===== config.mk =====
export PLATFORM = sky130hd
export DESIGN_NAME = fdd_phase_drive
export DESIGN_NICKNAME = d
export VERILOG_FILES = /design/src/rtl/fdd_pkg.sv /design/src/rtl/fdd_strobe_cmd.sv /design/src/rtl/fdd_mech_state.sv /design/src/rtl/fdd_sense_mux.sv /design/src/rtl/fdd_phase_drive.sv
export SDC_FILE = /design/constraint.sdc
export NUM_CORES = 1
export LEC_CHECK = 0
export ABC_AREA = 1
export BUFFER_PORTS_ARGS = -buffer_cell sky130_fd_sc_hd__clkbuf_2
export CAP_MARGIN = 15
export CORE_UTILIZATION = 43
export CTS_CLUSTER_SIZE = 8
export DETAILED_ROUTE_END_ITERATION = 16
export GPL_ROUTABILITY_DRIVEN = 0
export PLACE_DENSITY_LB_ADDON = 0.1
export SLEW_MARGIN = 20
export SYNTH_ARGS = -nofsm -noshare
export SYNTH_HDL_FRONTEND = slang
export SYNTH_HIERARCHICAL = 1
export SYNTH_SLANG_ARGS = --single-unit
export TNS_END_PERCENT = 10

===== constraint.sdc =====
create_clock -name clk -period 4.2 [get_ports clk]
set_input_delay 0.42 -clock clk [delete_from_list [all_inputs] [get_ports clk]]
set_output_delay 0.42 -clock clk [all_outputs]
set_load 0.005 [all_outputs]

===== src/rtl/fdd_pkg.sv =====
package fdd_pkg;

    // Status select codes, written as {ph2, ph1, ph0, sel}
    localparam logic [3:0] SC_DIR     = 4'b0000;
    localparam logic [3:0] SC_DISK    = 4'b0001;
    localparam logic [3:0] SC_DONE    = 4'b0010;
    localparam logic [3:0] SC_WPROT   = 4'b0011;
    localparam logic [3:0] SC_MOTOR   = 4'b0100;
    localparam logic [3:0] SC_TRK0    = 4'b0101;
    localparam logic [3:0] SC_TACH    = 4'b0111;
    localparam logic [3:0] SC_HEAD0   = 4'b1000;
    localparam logic [3:0] SC_HEAD1   = 4'b1001;
    localparam logic [3:0] SC_SIDES   = 4'b1100;
    localparam logic [3:0] SC_PRESENT = 4'b1110;
    localparam logic [3:0] SC_INST    = 4'b1111;

    typedef enum logic [2:0] {
        CMD_NONE,
        CMD_DIR,
        CMD_STEP,
        CMD_MOTOR,
        CMD_EJECT
    } cmd_kind_e;

    typedef struct packed {
        cmd_kind_e kind;
        logic      arg;   // ph2 at the time of the strobe
    } cmd_t;

    typedef struct packed {
        logic disk_in;
        logic wprot;
        logic motor;
        logic at_zero;
        logic tacho;
        logic two_sided;
        logic outward;
    } drv_stat_t;

    function automatic cmd_t decode_cmd(input logic [3:0] code);
        cmd_t c;
        c.arg = code[3];
        case (code[2:0])
            3'b000:  c.kind = CMD_DIR;
            3'b010:  c.kind = CMD_STEP;
            3'b100:  c.kind = CMD_MOTOR;
            3'b110:  c.kind = CMD_EJECT;
            default: c.kind = CMD_NONE;
        endcase
        return c;
    endfunction

endpackage


===== src/rtl/fdd_strobe_cmd.sv =====
module fdd_strobe_cmd
    import fdd_pkg::*;
(
    input  logic       clk,
    input  logic       rst,
    input  logic       strobe,
    input  logic [3:0] code,
    output cmd_t       cmd
);

    logic strobe_q;

    always_ff @(posedge clk) begin
        if (rst) strobe_q <= 1'b0;
        else     strobe_q <= strobe;
    end

    always_comb begin
        if (strobe && !strobe_q) cmd = decode_cmd(code);
        else                     cmd = cmd_t'{kind: CMD_NONE, arg: 1'b0};
    end

endmodule


===== src/rtl/fdd_mech_state.sv =====
module fdd_mech_state
    import fdd_pkg::*;
#(
    parameter int MAX_TRACK = 79,
    parameter int TRACK_W   = $clog2(MAX_TRACK + 1)
) (
    input  logic               clk,
    input  logic               rst,
    input  cmd_t               cmd,
    input  logic [3:0]         code,
    output logic               outward,
    output logic [TRACK_W-1:0] track,
    output logic               step_pulse,
    output logic               step_outward,
    output logic               head_sel,
    output logic               motor_on,
    output logic               eject_pulse
);

    localparam logic [TRACK_W-1:0] TOP = TRACK_W'(MAX_TRACK);

    always_ff @(posedge clk) begin
        if (rst) begin
            outward      <= 1'b0;
            track        <= '0;
            step_pulse   <= 1'b0;
            step_outward <= 1'b0;
            head_sel     <= 1'b0;
            motor_on     <= 1'b0;
            eject_pulse  <= 1'b0;
        end else begin
            step_pulse  <= 1'b0;
            eject_pulse <= 1'b0;
            if (code == SC_HEAD0)      head_sel <= 1'b0;
            else if (code == SC_HEAD1) head_sel <= 1'b1;
            case (cmd.kind)
                CMD_DIR:   outward <= cmd.arg;
                CMD_STEP: begin
                    step_pulse   <= 1'b1;
                    step_outward <= outward;
                    if (outward) begin
                        if (track != '0) track <= track - 1'b1;
                    end else begin
                        if (track != TOP) track <= track + 1'b1;
                    end
                end
                CMD_MOTOR: motor_on <= 1'b1;
                CMD_EJECT: begin
                    motor_on    <= 1'b0;
                    eject_pulse <= 1'b1;
                end
                default: ;
            endcase
        end
    end

endmodule


===== src/rtl/fdd_sense_mux.sv =====
module fdd_sense_mux
    import fdd_pkg::*;
(
    input  logic [3:0] code,
    input  drv_stat_t  stat,
    output logic       sense
);

    always_comb begin
        case (code)
            SC_DIR:     sense = stat.outward;
            SC_DISK:    sense = !stat.disk_in;
            SC_DONE:    sense = 1'b1;
            SC_WPROT:   sense = !stat.wprot;
            SC_MOTOR:   sense = !stat.motor;
            SC_TRK0:    sense = !stat.at_zero;
            SC_TACH:    sense = stat.tacho;
            SC_SIDES:   sense = !stat.two_sided;
            SC_PRESENT: sense = 1'b0;
            SC_INST:    sense = 1'b1;
            default:    sense = 1'b1;
        endcase
    end

endmodule


===== src/rtl/fdd_phase_drive.sv =====
module fdd_phase_drive
    import fdd_pkg::*;
#(
    parameter int MAX_TRACK = 79,
    parameter int TRACK_W   = $clog2(MAX_TRACK + 1)
) (
    input  logic               clk,
    input  logic               rst,
    input  logic [2:0]         ph,
    input  logic               sel,
    input  logic               strobe,
    input  logic               disk_present,
    input  logic               write_protect,
    input  logic               tacho,
    input  logic               two_sided,
    output logic               sense,
    output logic               step_pulse,
    output logic               step_outward,
    output logic               head_sel,
    output logic               motor_on,
    output logic               eject_pulse,
    output logic [TRACK_W-1:0] track
);

    logic [3:0] code;
    cmd_t       cmd;
    logic       outward;
    drv_stat_t  stat;

    assign code = {ph, sel};

    fdd_strobe_cmd strobe_i (
        .clk    (clk),
        .rst    (rst),
        .strobe (strobe),
        .code   (code),
        .cmd    (cmd)
    );

    fdd_mech_state #(
        .MAX_TRACK (MAX_TRACK),
        .TRACK_W   (TRACK_W)
    ) mech_i (
        .clk          (clk),
        .rst          (rst),
        .cmd          (cmd),
        .code         (code),
        .outward      (outward),
        .track        (track),
        .step_pulse   (step_pulse),
        .step_outward (step_outward),
        .head_sel     (head_sel),
        .motor_on     (motor_on),
        .eject_pulse  (eject_pulse)
    );

    always_comb begin
        stat.disk_in   = disk_present;
        stat.wprot     = write_protect;
        stat.motor     = motor_on;
        stat.at_zero   = (track == '0);
        stat.tacho     = tacho;
        stat.two_sided = two_sided;
        stat.outward   = outward;
    end

    fdd_sense_mux sense_i (
        .code  (code),
        .stat  (stat),
        .sense (sense)
    );

endmodule


==> flow_metrics.py <==
metrics = {
    "clocking": {
        "cts.sinks": 14,
        "clk_latency_ns": 0.28,
        "cts.path.max_buffers": 2,
        "ctsHoldBuffers": 0,
        "cts_max_level": 1,
        "cts_setup_buffers": 0,
        "cts_buffers": 3,
        "cts_resized": 0,
        "cts_tree": "done",
        "clkTransAtPathRegs_ns": 0.09,
        "cts-root-buf": "clkbuf_4",
    },
    "global_route": {
        "grt_max_degree": 13,
        "grt_use_total_pct": 19.2,
        "grt_pass1_vias": 970,
        "antenna_found_initial": 0,
        "grt_pass1_wl_um": 4000,
        "overflow": 0,
    },
    "final_layout": {
        "syn_to_final_growth_pct": 15.9,
        "layout_common_cells": "nand2_1 (59), inv_1 (38), nor2_1 (28)",
        "antenna_cells": 0,
        "layout_commonest_cell": "nand2_1",
        "fin_cells": 248,
        "drive_gt1_share_pct": 15.6,
        "fin_nets": 236,
        "fillers": 257,
    },
    "worst_hold_path": {
        "worstHoldPathType": "in2reg",
        "hp-start": "rst",
        "min_to": "strobe_i/strobe_q$_SDFF_PP0_",
        "whs_path_depth": 2,
    },
    "timing": {
        "worst_pin_slew_ns": 0.419,
        "fin_skew_ns": 0.00606,
        "relSlewSlack_pct": 72.0,
        "tns_ns": 0,
        "drv_slew": 0,
        "rsz0062_at_grt": "false",
        "setup_viol": 0,
        "fin_crit_ns": 1.78,
        "fin_crit_sh_pct": 42.4,
        "fmaxAchievable_mhz": 561,
        "final_hold_viol_count": 0,
    },
    "setup_path": {
        "r2r_end": "mech_i/track[6]$_SDFFE_PP0P_",
        "r2r_cells": 9,
        "cp_max_fo": 12,
        "r2r-start": "mech_i/outward$_SDFFE_PP0N_",
        "setup.worst_path.start_class": "flip-flop",
        "arrival_ns": 2.00,
        "ff2ff_setup_slack_ns": 2.42,
        "worstSetupPathType": "reg2reg",
        "critPathCaptureType": "flip-flop",
        "crit_required_ns": 4.41,
    },
    "floorplanning": {
        "coreArea_um2": 2450,
        "row_count": 18,
        "die_w_um": 52.9,
        "design.die.area_um2": 2800,
        "ios": 24,
        "start_util_pct": 45.4,
        "die_h_um": 52.9,
    },
    "pwr": {
        "ir_drop_uv": 240,
        "power_density_nw_per_um2": 257,
        "power.total_mw": 0.332,
        "p_leak_nw": 0.751,
    },
    "synth": {
        "synth_seq_cells": 14,
        "synth_area_um2": 1110,
        "ys_types": 26,
        "yosysSeqAreaShare_pct": 25.1,
        "avgSynthCellArea_um2": 5.81,
        "synthTopCellsByArea": "dfxtp_1 (25%), nand2_1 (20%), inv_1 (13%)",
        "synth_top_area_share_pct": 25.1,
        "synthCells": 192,
        "yosys_warnings": 6,
        "synth_nets": 209,
        "synth_area_leader_cell": "dfxtp_1",
    },
    "placement": {
        "dp.cells": 244,
        "hpwl_um": 1890,
        "numPortBuffers": 23,
    },
    "flow_run": {
        "max-cap-violations": 0,
    },
    "route": {
        "viasPerCell": 4.76,
        "vias": 1180,
        "ant_nets": 0,
        "routed_wirelength_um": 2380,
        "drtIter0Drc": 35,
        "wl_per_cell_um": 9.59,
        "drtPass1Iterations": 4,
        "post-route-drc-count": 0,
    },
    "run_status": {
        "status": "finished clean",
    },
}
-- cells by family (layout without fill, tap and decap cells) --
group / after synthesis / after routing / synth area share (%)
adders and majority gates: 6 / 6 / 7.41
xor gates and xnor gates: 1 / 1 / 0.786
DFF: 14 / 14 / 25.1
and+or+nand+nor: 117 / 117 / 45.9
buffers and inverters: 42 / 68 / 14.8
AOI/OAI and AO/OA: 12 / 12 / 5.95
-- state kept, by name (all words and copies together), names as in the netlist --
name and count:
mech_i/motor_on 1, strobe_i/strobe_q 1, mech_i/step_outward 1, mech_i/head_sel 1
mech_i/step_pulse 1, mech_i/outward 1, mech_i/track 7, mech_i/eject_pulse 1
-- power by group --
group / internal [mW] / switching (mW) / total [mW]
clock network: 0.0527 / 0.0437 / 0.0964
registers: 0.140 / 0.00994 / 0.150
logic: 0.0343 / 0.0515 / 0.0858
-- how the worst max path moves through the flow --
stage	startpoint	to	slack, ns	depth (start not counted)
2_1_floorplan	mech_i/outward$_SDFFE_PP0N_	mech_i/track[4]$_SDFFE_PP0P_	2.65	10
3_3_place_gp	ph[0]	mech_i/track[6]$_SDFFE_PP0P_	2.21	9
3_5_place_dp	ph[0]	mech_i/track[6]$_SDFFE_PP0P_	2.20	9
4_1_cts	mech_i/track[2]$_SDFFE_PP0P_	sense	2.41	7
5_1_grt	mech_i/outward$_SDFFE_PP0N_	mech_i/track[4]$_SDFFE_PP0P_	2.28	10
6_report	mech_i/outward$_SDFFE_PP0N_	mech_i/track[6]$_SDFFE_PP0P_	2.42	9
-- Yosys cell counts --
library cell	number
nor3_4	1
xor2_1	1
ha_1	5
nor3_1	2
inv_1	38
nor3_2	1
o21ai_0	3
nand3b_1	2
o21ai_1	1
fa_1	1
nand3_2	1
buf_6	1
clkinv_1	1
or3b_2	1
nand3_1	18
nor2_1	28
nand4_1	2
o211ai_1	1
nor2_2	1
nor4_1	1
a21oi_1	5
o21bai_1	1
nand2_1	59
inv_2	2
a31oi_1	1
dfxtp_1	14
-- stage by stage --
| step | hold slack, ns | utilization (%) | setup slack, ns | instance area [um2] |
|---|---|---|---|---|
| 2_1_floorplan | 0.442 | - | 2.65 | 1110 |
| 3_3_place_gp | 0.433 | 51.2 | 2.21 | 1260 |
| 3_5_place_dp | 0.443 | 51.2 | 2.20 | 1260 |
| 4_1_cts | 0.355 | 52.7 | 2.41 | 1290 |
| 5_1_grt | 0.353 | 52.7 | 2.28 | 1290 |
| 6_report | 0.367 | 52.7 | 2.42 | 1290 |
-- critical path, cell delays in order (launching register included) --
cell and delay (ns):
dfxtp_1 0.59, inv_1 0.17, fa_1 0.42, inv_1 0.09, nand3_1 0.10, nand3_1 0.08, nand2_1 0.05, nand2_1 0.05
nor2_1 0.04, nor2_1 0.11
-- final cells by class --
cell class,count,area (um2),area share [%]
multi-input cells,136,669,51.8
flip-flops and latches,14,280,21.7
repair buffers,23,115,8.91
clock buffers,4,36.3,2.81
inverters,41,154,11.9
well taps,30,37.5,2.90
-- metal layers --
metal	share of wire, %	global-route usage [%]
met1	52	27.2
met2	43	28.3
met3	5.0	5.46
met4	0.34	3.95
met5	0	0
Power figures use the tool's default switching activity.
